### src/rtl/rfg_pkg.sv
package rfg_pkg;
    typedef enum logic [1:0] {
        CH_STANDBY = 2'd0,
        CH_OFF     = 2'd1,
        CH_ON      = 2'd2,
        CH_LOCKED  = 2'd3
    } ch_state_e;
endpackage

### src/rtl/rfg_delay.sv
// Qualifying delay: expires when the condition has held for DLY edges.
module rfg_delay #(
    parameter int DLY = 8
) (
    input  logic clk,
    input  logic rst_n,
    input  logic qual,
    output logic expired
);
    localparam int CW = $clog2(DLY + 1);
    localparam logic [CW-1:0] LAST = CW'(DLY - 1);

    logic [CW-1:0] cnt;

    always_ff @(posedge clk) begin
        if (!rst_n) begin
            cnt <= '0;
        end else if (!qual) begin
            cnt <= '0;
        end else if (cnt != LAST) begin
            cnt <= cnt + 1'b1;
        end
    end

    assign expired = qual && (cnt == LAST);
endmodule

### src/rtl/rfg_chan.sv
// One channel: state machine, two delay counters, open-load latch.
module rfg_chan
    import rfg_pkg::*;
#(
    parameter int OVL_DLY = 6,
    parameter int OL_DLY  = 12
) (
    input  logic clk,
    input  logic rst_n,
    input  logic stby,
    input  logic cmd_on,
    input  logic ovl,
    input  logic otemp,
    input  logic low,
    output logic drive,
    output logic prot,
    output logic open_ld
);
    ch_state_e state, state_nx;
    logic      ovl_qual, ol_qual, ovl_exp, ol_exp;

    assign ovl_qual = (state == CH_ON) && ovl && !stby;
    assign ol_qual  = ((state == CH_OFF) || (state == CH_LOCKED)) && low && !stby;

    rfg_delay #(.DLY(OVL_DLY)) u_ovl_dly (
        .clk(clk), .rst_n(rst_n), .qual(ovl_qual), .expired(ovl_exp)
    );

    rfg_delay #(.DLY(OL_DLY)) u_ol_dly (
        .clk(clk), .rst_n(rst_n), .qual(ol_qual), .expired(ol_exp)
    );

    // state register
    always_ff @(posedge clk) begin
        if (!rst_n) state <= CH_STANDBY;
        else        state <= state_nx;
    end

    // next state
    always_comb begin
        state_nx = state;
        if (stby) begin
            state_nx = CH_STANDBY;
        end else if (otemp) begin
            state_nx = CH_LOCKED;
        end else begin
            unique case (state)
                CH_STANDBY: state_nx = cmd_on ? CH_ON : CH_OFF;
                CH_OFF:     state_nx = cmd_on ? CH_ON : CH_OFF;
                CH_ON:      state_nx = ovl_exp ? CH_LOCKED : (cmd_on ? CH_ON : CH_OFF);
                CH_LOCKED:  state_nx = CH_LOCKED;
            endcase
        end
    end

    // open-load latch, cleared by standby with priority
    always_ff @(posedge clk) begin
        if (!rst_n)      open_ld <= 1'b0;
        else if (stby)   open_ld <= 1'b0;
        else if (ol_exp) open_ld <= 1'b1;
    end

    // outputs
    always_comb begin
        drive = 1'b0;
        prot  = 1'b0;
        unique case (state)
            CH_STANDBY: ;
            CH_OFF:     ;
            CH_ON:      drive = 1'b1;
            CH_LOCKED:  prot  = 1'b1;
        endcase
    end
endmodule

### src/rtl/rfg_snap.sv
// Flag word held steady between capture strobes.
module rfg_snap #(
    parameter int W = 16
) (
    input  logic         clk,
    input  logic         rst_n,
    input  logic         capture,
    input  logic [W-1:0] flags,
    output logic [W-1:0] snap
);
    always_ff @(posedge clk) begin
        if (!rst_n)       snap <= '0;
        else if (capture) snap <= flags;
    end
endmodule

### src/rtl/relay_fault_guard.sv
module relay_fault_guard #(
    parameter int NCH     = 8,
    parameter int OVL_DLY = 6,
    parameter int OL_DLY  = 12
) (
    input  logic             clk,
    input  logic             rst_n,
    input  logic [NCH-1:0]   ch_standby,
    input  logic [NCH-1:0]   ch_cmd_on,
    input  logic [NCH-1:0]   ovl_det,
    input  logic [NCH-1:0]   otemp_det,
    input  logic [NCH-1:0]   low_det,
    input  logic             capture,
    output logic [NCH-1:0]   drive_on,
    output logic [NCH-1:0]   prot_flags,
    output logic [NCH-1:0]   open_flags,
    output logic [2*NCH-1:0] diag_snap
);
    localparam int SNAP_W = 2 * NCH;

    for (genvar i = 0; i < NCH; i++) begin : g_ch
        rfg_chan #(.OVL_DLY(OVL_DLY), .OL_DLY(OL_DLY)) u_chan (
            .clk    (clk),
            .rst_n  (rst_n),
            .stby   (ch_standby[i]),
            .cmd_on (ch_cmd_on[i]),
            .ovl    (ovl_det[i]),
            .otemp  (otemp_det[i]),
            .low    (low_det[i]),
            .drive  (drive_on[i]),
            .prot   (prot_flags[i]),
            .open_ld(open_flags[i])
        );
    end

    rfg_snap #(.W(SNAP_W)) u_snap (
        .clk    (clk),
        .rst_n  (rst_n),
        .capture(capture),
        .flags  ({open_flags, prot_flags}),
        .snap   (diag_snap)
    );
endmodule

### config.mk
export PLATFORM = sky130hd
export DESIGN_NAME = relay_fault_guard
export DESIGN_NICKNAME = d
export VERILOG_FILES = /design/src/rtl/rfg_pkg.sv /design/src/rtl/rfg_delay.sv /design/src/rtl/rfg_chan.sv /design/src/rtl/rfg_snap.sv /design/src/rtl/relay_fault_guard.sv
export SDC_FILE = /design/constraint.sdc
export NUM_CORES = 1
export LEC_CHECK = 0
export BUFFER_PORTS_ARGS = -buffer_cell sky130_fd_sc_hd__buf_2
export CORE_AREA = 5 5 99 101
export CTS_BUF_LIST = sky130_fd_sc_hd__clkbuf_8 sky130_fd_sc_hd__clkbuf_16
export CTS_CLUSTER_DIAMETER = 80
export CTS_CLUSTER_SIZE = 25
export DETAILED_ROUTE_END_ITERATION = 7
export DIE_AREA = 0 0 104 106
export PLACE_DENSITY = 0.71
export SYNTH_ARGS = -nofsm -noshare
export SYNTH_HDL_FRONTEND = slang
export SYNTH_SLANG_ARGS = --single-unit
### constraint.sdc
create_clock -name clk -period 3.4 [get_ports clk]
set_input_delay 0.68 -clock clk [delete_from_list [all_inputs] [get_ports clk]]
set_output_delay 0.68 -clock clk [all_outputs]
set_load 0.1 [all_outputs]
==> summary.txt <==
Routing
  • Post-route DRC violation count: 0
  • TritonRoute pass-1 iters: 4
  • Detail Route Antenna Nets: 0
  • Initial DRC count: 45
  • Wire per inst: 11.65 um
  • Total wire length: around 7500 um
  • Vias after detailed routing: 3,185
  • DR vias/cell: between 4 and 5

Yosys
  • Top cell type's share of synthesized area: between 40% and 50%
  • Cell count after synthesis: about 470
  • Synth cell types: 28
  • Mapped cell area: 4310 um^2
  • Top post-synthesis cells by area: dfxtp_1 (45%), nor2_1 (7.4%), ha_1 (7.0%), mux2i_1 (6.7%), buf_4 (4.5%)
  • Synth Warn #: 0
  • Synth Register Bits: 96
  • Sequential fraction of the synthesis area: 44.59%
  • Mean post-synth cell area: approximately 9 um^2
  • Syn Nets: 532
  • Yosys top cell by area: dfxtp_1

Layout
  • Fraction of layout cells with a size suffix above 1: about a fifth
  • Layout net count: 596
  • Register area: slightly below 2000 um^2
  • Ant diodes: 0
  • Layout area overhead: 12.69%
  • Layout fillers: 838
  • Cell area after layout: 4857 um^2
  • Area of the multi-input gates: 2108 um^2

CTS
  • Worst-path clk slew: 90 ps
  • Root Buffer: clkbuf_8
  • Clk Latency, worst-skew pair: 350 ps
  • CTS tree: built
  • Hold_buf cts: 0
  • Post_cts resized: 0
  • Number of H-tree levels: 3
  • # clock sinks: between 90 and 100
  • CTS buffer count: 9
  • Clock Tree Buf Depth: 2
  • Setup Fix Bufs, Post-CTS: 0

Global routing
  • Met3 usage: between 3 and 4%
  • Vias in the first global route: 3,204
  • Top Usage Layer GRT: met2
  • Overall Global Routing Usage: 14.08%
  • GRT overflow: 0
  • First-pass GRT wire length: 13,210 um
  • Met1 Use GR: 16.16%
  • Largest net degree at the start of global routing: 35
  • Grt met2 use: between 20 and 25%
  • Antenna violations before repair: 0

Floorplan
  • Initial core utilization: 48.25%
  • Die Y: 106 um
  • Die Area: 11,020 um^2
  • Top-level I/O count: 83
  • Core area: between 8000 and 9000 um^2
  • Row count: 35
  • Horiz. Die Dim: 104 um

Timing
  • Slew margin rel.: approximately three fifths
  • Setup-failing EPs final: 0
  • Crit share post-route: about three fifths
  • Worst Max-Slew Pin Slew: 621.0 ps
  • Period minus WS final: 2041 ps
  • Count of final hold-check violations: 0
  • Clock Skews: 7.902 ps
  • Unrepaired setup endpoints after global routing: false
  • Setup TNS: 0 ps
  • Fmax: 0.4899 GHz
  • Max Slew Vio Count: 0
  • Final Worst Setup Slack: 1359 ps

Worst setup path
  • Worst Path Arrival: 1360 ps
  • CP Data Required Time: 2720 ps
  • Setup Crit Path Kind: reg2out
  • Startpoint types: register
  • CP Capture Type: output port
  • CP max FO: 4

Power
  • Worst vdd ir: about 0.00019 V
  • Pwr dens: 424.2 nW/um^2
  • Leak: 2.132 nW

Outcome
  • Outcome: finished, final reports clean

Worst hold path
  • Hold crit path type: reg2reg

Placed design
  • Post-DP HPWL: 5788 um
  • Placed Area: about 4700 um^2
  • Global placement routability congestion: around 0.74
  • Pre-CTS setup slack: approximately 1400 ps
  • Port bufs: 82

Job
  • Max-cap violations: 0
power breakdown:
group	switching [W]	total [W]	internal (W)
clock	0.000374	0.000752	0.000378
sequential	0.0000112	0.00115	0.00114
combinational	0.000107	0.000160	0.0000526
total	0.000493	0.00206	0.00157
cells in the final DEF (no fill, tap or decap), drive strengths merged, types with 6 or more instances in the layout:
master / instances
nand4b: 15
nor2b: 26
mux2i: 29
xor2: 10
inv: 19
a21oi: 19
nor3: 8
nand3b: 6
buf: 82
nor2: 85
nand3: 14
clkbuf: 11
dfxtp: 96
xnor2: 14
o2bb2ai: 8
nand2b: 8
and2: 8
ha: 24
a211oi: 8
nand2: 22
cell usage after synthesis:
master,n
nand3b_1,6
nor3_1,8
dfxtp_1,96
nor2_1,85
nand3_1,14
nand2b_1,8
o21ba_2,3
o21a_1,3
clkbuf_1,1
xnor2_1,14
and3b_1,2
buf_4,26
ha_1,24
buf_2,2
and2b_1,1
mux2i_1,29
nand4b_1,15
or2_2,3
o2bb2ai_1,8
xor2_1,10
nand2_1,22
and2_1,8
inv_1,19
a211oi_1,8
a31oi_1,2
nor2b_1,26
nor3b_1,3
a21oi_1,19
path summary, 6_finish.rpt:
path              cells past startpoint                           start                              to  slack [ps]
setup / recovery                      2         g_ch[1].u_chan.state[0]                   prot_flags[1]        1360
hold reg to reg                       1          g_ch[2].u_chan.open_ld          g_ch[2].u_chan.open_ld         500
setup reg to reg                      4  g_ch[0].u_chan.u_ol_dly.cnt[0]  g_ch[0].u_chan.u_ol_dly.cnt[1]        2200
hold / removal                        1          g_ch[2].u_chan.open_ld          g_ch[2].u_chan.open_ld         500
routing by layer:
layer	part of all wire, %	vias up
li1	-	1666
met1	45	1447
met2	48	61
met3	4.9	11
met4	1.7	0
met5	0	-
worst max-delay path, stage by stage, from the launching register on:
cell,delay (ps)
dfxtp_1,370
and2_1,190
buf_2,440
per-stage QoR:
| step | power (W) | std cells | hold slack [ps] | util, % |
|---|---|---|---|---|
| floorplan | 0.001296 | 465 | 459.5 | - |
| finish | 0.002060 | 645 | 503.8 | 54.37 |
| CTS | 0.002095 | 645 | 478.0 | 54.37 |
| global route | 0.002159 | 645 | 494.2 | 54.37 |
| global placement | 0.001333 | 629 | 485.9 | 52.06 |
| detailed placement | 0.001336 | 629 | 489.6 | 52.06 |
state kept, by name, summed over array words and instances, names as in the netlist:
register and cells:
g_ch.u_chan.state 16, u_snap.snap 16, g_ch.u_chan.open_ld 8, g_ch.u_chan.u_ol_dly.cnt 32, g_ch.u_chan.u_ovl_dly.cnt 24
cells by family after synthesis:
logic type | after synthesis | share of synthesized area, %
xor gates and xnor gates | 24 | 4.877
adders and majority gates | 24 | 6.967
AOI/OAI and AO/OA | 43 | 6.734
DFF | 96 | 44.59
muxes | 29 | 6.734
and+or+nand+nor | 201 | 23.60
buffers and inverters | 48 | 6.502
area by class of cell:
cell class                 count  share of cell area, %
multi-input combinational    321                  43.41
sequential                    96                  39.57
timing repair buffer          82                  8.449
clock buffer                  11                  3.117
tap                          111                  2.859
inverter                      19                  1.468
clock inverter                 5                  1.133
Note: power is estimated with default switching activity, not from simulation.
